--- config.mk ---
export PLATFORM = sky130hd
export DESIGN_NAME = sd_spi_init
export DESIGN_NICKNAME = d
export VERILOG_FILES = /design/src/rtl/sd_spi_init.sv
export SDC_FILE = /design/constraint.sdc
export NUM_CORES = 1
export LEC_CHECK = 0
export BUFFER_PORTS_ARGS = -buffer_cell sky130_fd_sc_hd__buf_4
export CORE_MARGIN = 8
export CORE_UTILIZATION = 45
export CTS_CLUSTER_DIAMETER = 50
export CTS_CLUSTER_SIZE = 16
export DETAILED_ROUTE_END_ITERATION = 12
export PLACE_DENSITY = 0.7
export SYNTH_ARGS = -nofsm -noshare
export SYNTH_HDL_FRONTEND = slang
export SYNTH_SLANG_ARGS = --single-unit
export TNS_END_PERCENT = 10
--- constraint.sdc ---
create_clock -name clk -period 3 [get_ports clk]
set_input_delay 0.6 -clock clk [delete_from_list [all_inputs] [get_ports clk]]
set_output_delay 0.6 -clock clk [all_outputs]
set_load 0.02 [all_outputs]
--- src/rtl/sd_spi_init.sv ---
module sd_spi_init #(
  parameter int CLK_DIV     = 125,
  parameter int PWR_OFF_CYC = 1000000,
  parameter int SPARE_CLKS  = 80,
  parameter int POLL_LIMIT  = 16,
  parameter int ACMD_TRIES  = 1000
) (
  input  logic clk,
  input  logic rst_n,
  input  logic start,
  input  logic miso,
  output logic sclk,
  output logic cs_n,
  output logic mosi,
  output logic pwr_en,
  output logic ready,
  output logic error,
  output logic sdhc
);
  localparam int DW = $clog2(CLK_DIV + 1);
  localparam int TW = $clog2(ACMD_TRIES + 1);
  localparam int SPARE_BYTES = (SPARE_CLKS + 7) / 8;

  typedef enum logic [3:0] {S_OFF, S_SPARE, S_CMD, S_POLL, S_TAIL, S_EVAL, S_TRAIL, S_READY, S_ERR} st_t;

  function automatic logic [47:0] frame(input logic [5:0] idx);
    case (idx)
      6'd0:    frame = {8'h40, 32'h0000_0000, 8'h95};
      6'd8:    frame = {8'h48, 32'h0000_01AA, 8'h87};
      6'd41:   frame = {8'h69, 32'h4000_0000, 8'h01};
      default: frame = {2'b01, idx, 32'h0000_0000, 8'h01};
    endcase
  endfunction

  st_t         state;
  logic [31:0] cnt;
  logic [TW-1:0] tries;
  logic [5:0]  cmd, nxt;
  logic [47:0] frm;
  logic [7:0]  r1;
  logic [31:0] tail;
  logic        ccs, ok;

  logic          busy, sclk_r;
  logic [DW-1:0] divc;
  logic [2:0]    bitc;
  logic [7:0]    txs, rxs;

  wire restart = !rst_n || start;
  wire xfer  = state inside {S_SPARE, S_CMD, S_POLL, S_TAIL, S_TRAIL};
  wire tick  = busy && divc == DW'(CLK_DIV - 1);
  wire bdone = tick && sclk_r && bitc == 3'd7;

  assign sclk   = sclk_r;
  assign mosi   = txs[7];
  assign cs_n   = !(state inside {S_CMD, S_POLL, S_TAIL, S_EVAL});
  assign pwr_en = state != S_OFF;
  assign ready  = state == S_READY;
  assign error  = state == S_ERR;
  assign sdhc   = ccs;

  always_ff @(posedge clk) begin
    if (restart) begin
      busy <= 1'b0; sclk_r <= 1'b0; divc <= '0; bitc <= '0;
      txs <= 8'hFF; rxs <= 8'hFF;
    end else if (!busy) begin
      if (xfer) begin
        busy <= 1'b1; divc <= '0; bitc <= '0;
        txs  <= (state == S_CMD) ? frm[47:40] : 8'hFF;
      end
    end else begin
      divc <= tick ? '0 : divc + 1'b1;
      if (tick) begin
        sclk_r <= !sclk_r;
        if (!sclk_r) rxs <= {rxs[6:0], miso};
        else begin
          txs  <= {txs[6:0], 1'b1};
          bitc <= bitc + 1'b1;
          if (bitc == 3'd7) busy <= 1'b0;
        end
      end
    end
  end

  always_comb begin
    nxt = 6'd0;
    ok  = 1'b0;
    case (cmd)
      6'd0:  begin ok = r1 == 8'h01; nxt = 6'd8; end
      6'd8:  begin ok = r1 == 8'h01 && tail == 32'h0000_01AA; nxt = 6'd55; end
      6'd55: begin ok = r1[7:1] == 7'd0; nxt = 6'd41; end
      6'd41: begin
        ok  = r1 == 8'h00 || (r1 == 8'h01 && tries != TW'(ACMD_TRIES - 1));
        nxt = (r1 == 8'h00) ? 6'd58 : 6'd55;
      end
      6'd58: ok = r1 == 8'h00;
      default: ok = 1'b0;
    endcase
  end

  always_ff @(posedge clk) begin
    if (restart) begin
      state <= S_OFF; cnt <= '0; tries <= '0; cmd <= 6'd0;
      frm <= frame(6'd0); r1 <= 8'hFF; tail <= '0; ccs <= 1'b0;
    end else begin
      case (state)
        S_OFF:
          if (cnt == 32'(PWR_OFF_CYC - 1)) begin state <= S_SPARE; cnt <= '0; end
          else cnt <= cnt + 1;
        S_SPARE:
          if (bdone) begin
            if (cnt == 32'(SPARE_BYTES - 1)) begin
              state <= S_CMD; cnt <= '0; cmd <= 6'd0; frm <= frame(6'd0);
            end else cnt <= cnt + 1;
          end
        S_CMD:
          if (bdone) begin
            frm <= frm << 8;
            if (cnt == 32'd5) begin state <= S_POLL; cnt <= '0; end
            else cnt <= cnt + 1;
          end
        S_POLL:
          if (bdone) begin
            if (rxs != 8'hFF) begin
              r1 <= rxs; cnt <= '0;
              state <= (cmd == 6'd8 || cmd == 6'd58) ? S_TAIL : S_EVAL;
            end else if (cnt == 32'(POLL_LIMIT - 1)) state <= S_ERR;
            else cnt <= cnt + 1;
          end
        S_TAIL:
          if (bdone) begin
            tail <= {tail[23:0], rxs};
            if (cnt == 32'd3) begin state <= S_EVAL; cnt <= '0; end
            else cnt <= cnt + 1;
          end
        S_EVAL:
          if (!ok) state <= S_ERR;
          else if (cmd == 6'd58) begin ccs <= tail[30]; state <= S_TRAIL; end
          else begin
            if (cmd == 6'd41) tries <= tries + 1'b1;
            cmd <= nxt; frm <= frame(nxt); state <= S_CMD;
          end
        S_TRAIL: if (bdone) state <= S_READY;
        default: ;
      endcase
    end
  end
endmodule

## After elaboration in Yosys (flattened, before gate mapping)

Index checks and enable logic that the tools add are counted.
W data, S select, Z words.

- Add/sub/neg operators: 4
- Multipliers: 0
- Div/mod/pow operators: 0
- Magnitude comparators: 0
- Eq/ne operators: 40
- Shifts and indexed selects: 0
- Muxes and demuxes: 58
- Bitwise gates (word level): 2
- Reductions and logical operators: 35

Operators with widths:

| cell | number |
|---|---|
| $mux W32 | 10 |
| $mux W48 | 5 |
| $pmux W32 S5 | 1 |
| $pmux W48 S3 | 1 |
| $pmux W46 S3 | 1 |
| $eq A32 B4 Y1 const B | 2 |
| $mux W4 | 13 |
| $mux W8 | 5 |
| $add A32 B1 Y32 const B | 1 |
| $eq A32 B2 Y1 const B | 1 |
| $eq A32 B20 Y1 const B | 1 |
| $eq A32 B3 Y1 const B | 1 |
| $eq A32 B9 Y1 const B | 1 |
| $pmux W4 S7 | 1 |
| $eq A6 B6 Y1 const B | 4 |
| $mux W6 | 4 |
| $pmux W6 S4 | 1 |
| $mux W7 | 3 |
| $eq A4 B3 Y1 const B | 4 |
| $ne A2 B2 Y1 const B | 8 |
| $mux W3 | 5 |
| $eq A6 B4 Y1 const B | 2 |
| $logic_not A6 Y1 | 2 |
| $pmux W6 S2 | 1 |
| other kinds (34) | 61 |

- Flip-flop bits (word level): 169
- Bits in latches: 0
- RAM bits: 0
- ROM bits: 0
- Input bits: 4
- Output and inout port bits: 7
- Memories: 0

## Longest topological paths before layout

- Depth in word-level cells: 8
- Mapped depth: 12
- Depth with buffers taken out: 9

## Worst setup path before layout

OpenSTA, ideal clock, no wires.

- Path kind: reg2reg
- Start point: register cnt[15]
- End point: register frm[10]
- Arrival: 2425 ps
- Data required time: 2872 ps
- Path slack: 447 ps
- Cell stages (with the launch flop): 10
- Buffers on the path: 2
- Path through: dfxtp_1 -> or4_4 -> or3_4 -> o41ai_4 -> a21oi_2 -> a211o_1 -> buf_6 -> buf_6 -> a31oi_1 -> nor2_1

- Longest elaborated chain between the ends: 3

RTL lines:

| what | line | RTL |
|---|---|---|
| start, declared | 36 | `logic [31:0] cnt;` |
| start signal, assigned | 109 | `else cnt <= cnt + 1;` |
| start signal, assigned | 114 | `end else cnt <= cnt + 1;` |
| start signal, assigned | 120 | `else cnt <= cnt + 1;` |
| $eq A32 B4 Y1 | 112 | `if (cnt == 32'(SPARE_BYTES - 1)) begin` |
| $ne A2 B1 Y1 (no line) | - |  |
| $reduce_and A6 Y1 (no line) | - |  |
| end signal, assigned | 118 | `frm <= frm << 8;` |
| end, declared | 39 | `logic [47:0] frm;` |

Every way passes these cells.
A chain may end at the register's enable or synchronous reset.

## Worst setup path after layout

- Start point: register cnt[15]
- End point: register frm[31]

The elaborated chain is that of the path after synthesis.

==> reports/qor.csv <==
stage;metric;value;unit
detailed_routing;routed len/inst;13.8;um
detailed_routing;Detail Route Antenna Nets;0;
synth;biggest area consumer among synthesized cells;dfxtp_1;
clock_tree;Clock Latency Late Sink;0.43;ns
timing;clk_skew;0.00872;ns
synth;distinct cell type count after synthesis;62;
synth;most common cell in the netlist;nand2_1;
timing;# setup viols final;0;
job;max-cap violations;0;
die;die height;141;um
synth;number of synthesized flops with an enable pin;0;
timing;fin crit share;95.4;%
grt;first-pass GRT wire length;25600;um
place;post-DP HPWL;10100;um
detailed_routing;DRC Markers;0;
clock_tree;clk root buf;clkbuf_16;
setup_path;CP max stage cell;or4_4;
synth;net count after synthesis;878;
die;Die Wd;141;um
synth;Yosys Warn Count;0;
power;Clk pwr share;49.3;%
setup_path;CP peak stage delay;0.55;ns
power;Final Power;0.00420;W
cells_and_area;Layout Nets;881;
place;DP Area;7390;um2
synth;ys async rst share;0;%
detailed_routing;vias post-DR;5949;
die;Die ar.;19900;um2
clock_tree;setup bufs post-CTS;0;
power;Static Leakage;2.69;nW
synth;Synth area leaders;dfxtp_1, nand2_1, a21oi_1;
timing;TNS Setup;0;ns
setup_path;CP max FO;20;
clock_tree;Clock Path Buffers;2;
grt;total track usage;15.6;%
clock_tree;TritonCTS clock tree;done;
clock_tree;htree depth;4;
timing;Rel. slew slack;43.6;%
clock_tree;clock sink count;156;
power;cell-internal power;0.00330;W
grt;largest net degree at the start of global routing;34;
setup_path;CP cell instances;or4_4 -> or3_4 -> o41ai_4 -> a21oi_2 -> a211o_1 -> nand2_1 -> buf_12 -> a21oi_1;
detailed_routing;WL final;15000;um
cells_and_area;fin area;7970;um2
grt;Overflow after GRT;0;
status;status;completed;
timing;fmax;349;MHz
setup_path;WP data required;3.32;ns
timing;Slew @ Worst Pin;0.838;ns
synth;list of most frequent post-synthesis cells;nand2_1, dfxtp_1, nor2_1;
cells_and_area;# diodes;0;
setup_path;Crit path buffers/inverters;1;
power;PwrDens;526;nW/um2
die;starting density of the core;46.2;%
timing;RSZ-0062 raised after global routing;false;
power;sw frac;21.4;%
synth;Syn Std Cell Area;7040;um2
cells_and_area;area grow syn2layout;13.2;%
die;total core area;15300;um2
timing;Final Hold Fails;0;
setup_path;R2R Setup Slk;0.14;ns
power;sequential power share;49.4;%
setup_path;critical path startpoint category;register;
synth;Synth Instances;867;
detailed_routing;Vias per Instance;5.44;
power;largest vdd supply drop;0.382;mV
cells_and_area;layout cells sized above 1;10.3;%
clock_tree;CTS buffer count;17;
synth;register area share after synthesis;44.3;%
synth;main flop type after synthesis;dfxtp_1;
die;num rows;45;
setup_path;critical path endpoint category;register;
worst_hold_path;hold path cells;3;
place;port bufs;10;
setup_path;CP Depth;8;
power;Comb pwr share;1.3;%
detailed_routing;DR iter-0 viols;482;
timing;Slew Limit Fails;0;
setup_path;R2R cell count;8;
grt;antenna violations before repair;0;
timing;min cycle time layout;2.86;ns
place;GPL Wtd Cong;0.822;
setup_path;critical path class;register to register;
synth;area share of the largest cell type after synthesis;44.3;%
detailed_routing;First-pass DRT Iterations;5;
power;NetSw;0.000899;W
setup_path;delay-heaviest family, CP;simple AND/OR/NAND/NOR gates;
die;number of top-level pins;11;
worst_hold_path;HP Class;input port to register;
synth;syn avg cell area;8.12;um2
synth;Synth Register Bits;156;
grt;vias in the first global route;5336;
clock_tree;Reg clk slew, reported paths;0.06;ns
setup_path;crit path DAT;3.18;ns
## final cells by class
class,count,area [um2]
Clock buffer,20,467
Fill cell,1461,7290
Sequential cell,156,3120
Multi-Input combinational cell,648,3660
Clock inverter,11,109
Inverter,9,33.8
Tap cell,211,264
Timing Repair Buffer,38,310
## worst reg2reg max path: cells and delay by family (launching register included)
| kind | cells | cell delay [ns] |
|---|---|---|
| simple gates | 3 | 1.21 |
| compound gates | 4 | 1.03 |
| flops | 1 | 0.35 |
| buf+inv | 1 | 0.16 |
## flip-flops by register name, summed over array words and instances, names as in the netlist, 3 cells and up
| register | count |
|---|---|
| tries | 10 |
| txs | 8 |
| bitc | 3 |
| divc | 7 |
| cmd | 5 |
| r1 | 8 |
| frm | 36 |
| state | 4 |
| tail | 32 |
| cnt | 32 |
| rxs | 8 |
## final timing paths
kind                            startpoint      end
worst max register to register     cnt[15]  frm[31]
worst max-delay path               cnt[15]  frm[31]
worst min register to register     frm[28]  frm[36]
worst min-delay path                  miso   rxs[0]
## power by group through the flow
stage / logic, W / registers (W) / clock network [W]
2_1_floorplan: 0.0000339 / 0.00212 / 0
3_5_place_dp: 0.0000538 / 0.00212 / 0
3_3_place_gp: 0.0000543 / 0.00212 / 0
5_1_grt: 0.0000589 / 0.00207 / 0.00220
4_1_cts: 0.0000538 / 0.00207 / 0.00211
6_report: 0.0000532 / 0.00207 / 0.00207
## logic make-up after synthesis
| kind of cell | after synthesis | synth area share, % |
|---|---|---|
| compound gates | 153 | 13.9 |
| xor+xnor | 41 | 5.10 |
| fa+ha+maj | 7 | 1.24 |
| buf+inv | 63 | 3.86 |
| flops | 156 | 44.3 |
| mux | 18 | 2.56 |
| simple gates | 429 | 29.0 |
## layer usage
layer  vias to the layer above  GRT usage (%)  routed length [um]
li1                       3066              -                   -
met1                      2779           20.5                7410
met2                        89           24.0                6930
met3                        15           3.85                 455
met4                         0           6.33                 235
met5                         -              0                   0
## per-stage QoR
step                utilization, %  hold WS, ns  worst slack [ns]  instances
floorplan                        -        0.426             0.447        867
global placement              48.4        0.433             0.199       1062
detailed placement            48.4        0.441             0.172       1062
CTS                           52.2        0.380             0.145       1093
global route                  52.2        0.399            0.0297       1093
finish                        52.2        0.393             0.139       1093
## cell usage in the layout (no fill, tap or decap), drive strengths merged, types with 20 or more instances in the layout
cell type / netlist / layout
a21oi: 76 / 76
buf: 11 / 38
clkbuf: 43 / 20
dfxtp: 156 / 156
nand2: 164 / 164
nand3: 30 / 30
nand4: 27 / 27
nor2: 83 / 83
nor3: 38 / 38
nor4: 24 / 24
xnor2: 20 / 20
xor2: 21 / 21
## repair_timing
| item | 4_1_cts | 5_1_grt |
|---|---|---|
| setup endpoints to repair | 0 | 2 |
| resized for setup | 0 | 1 |
| hold buffers | 0 | 0 |
Power figures use the tool's default switching activity.
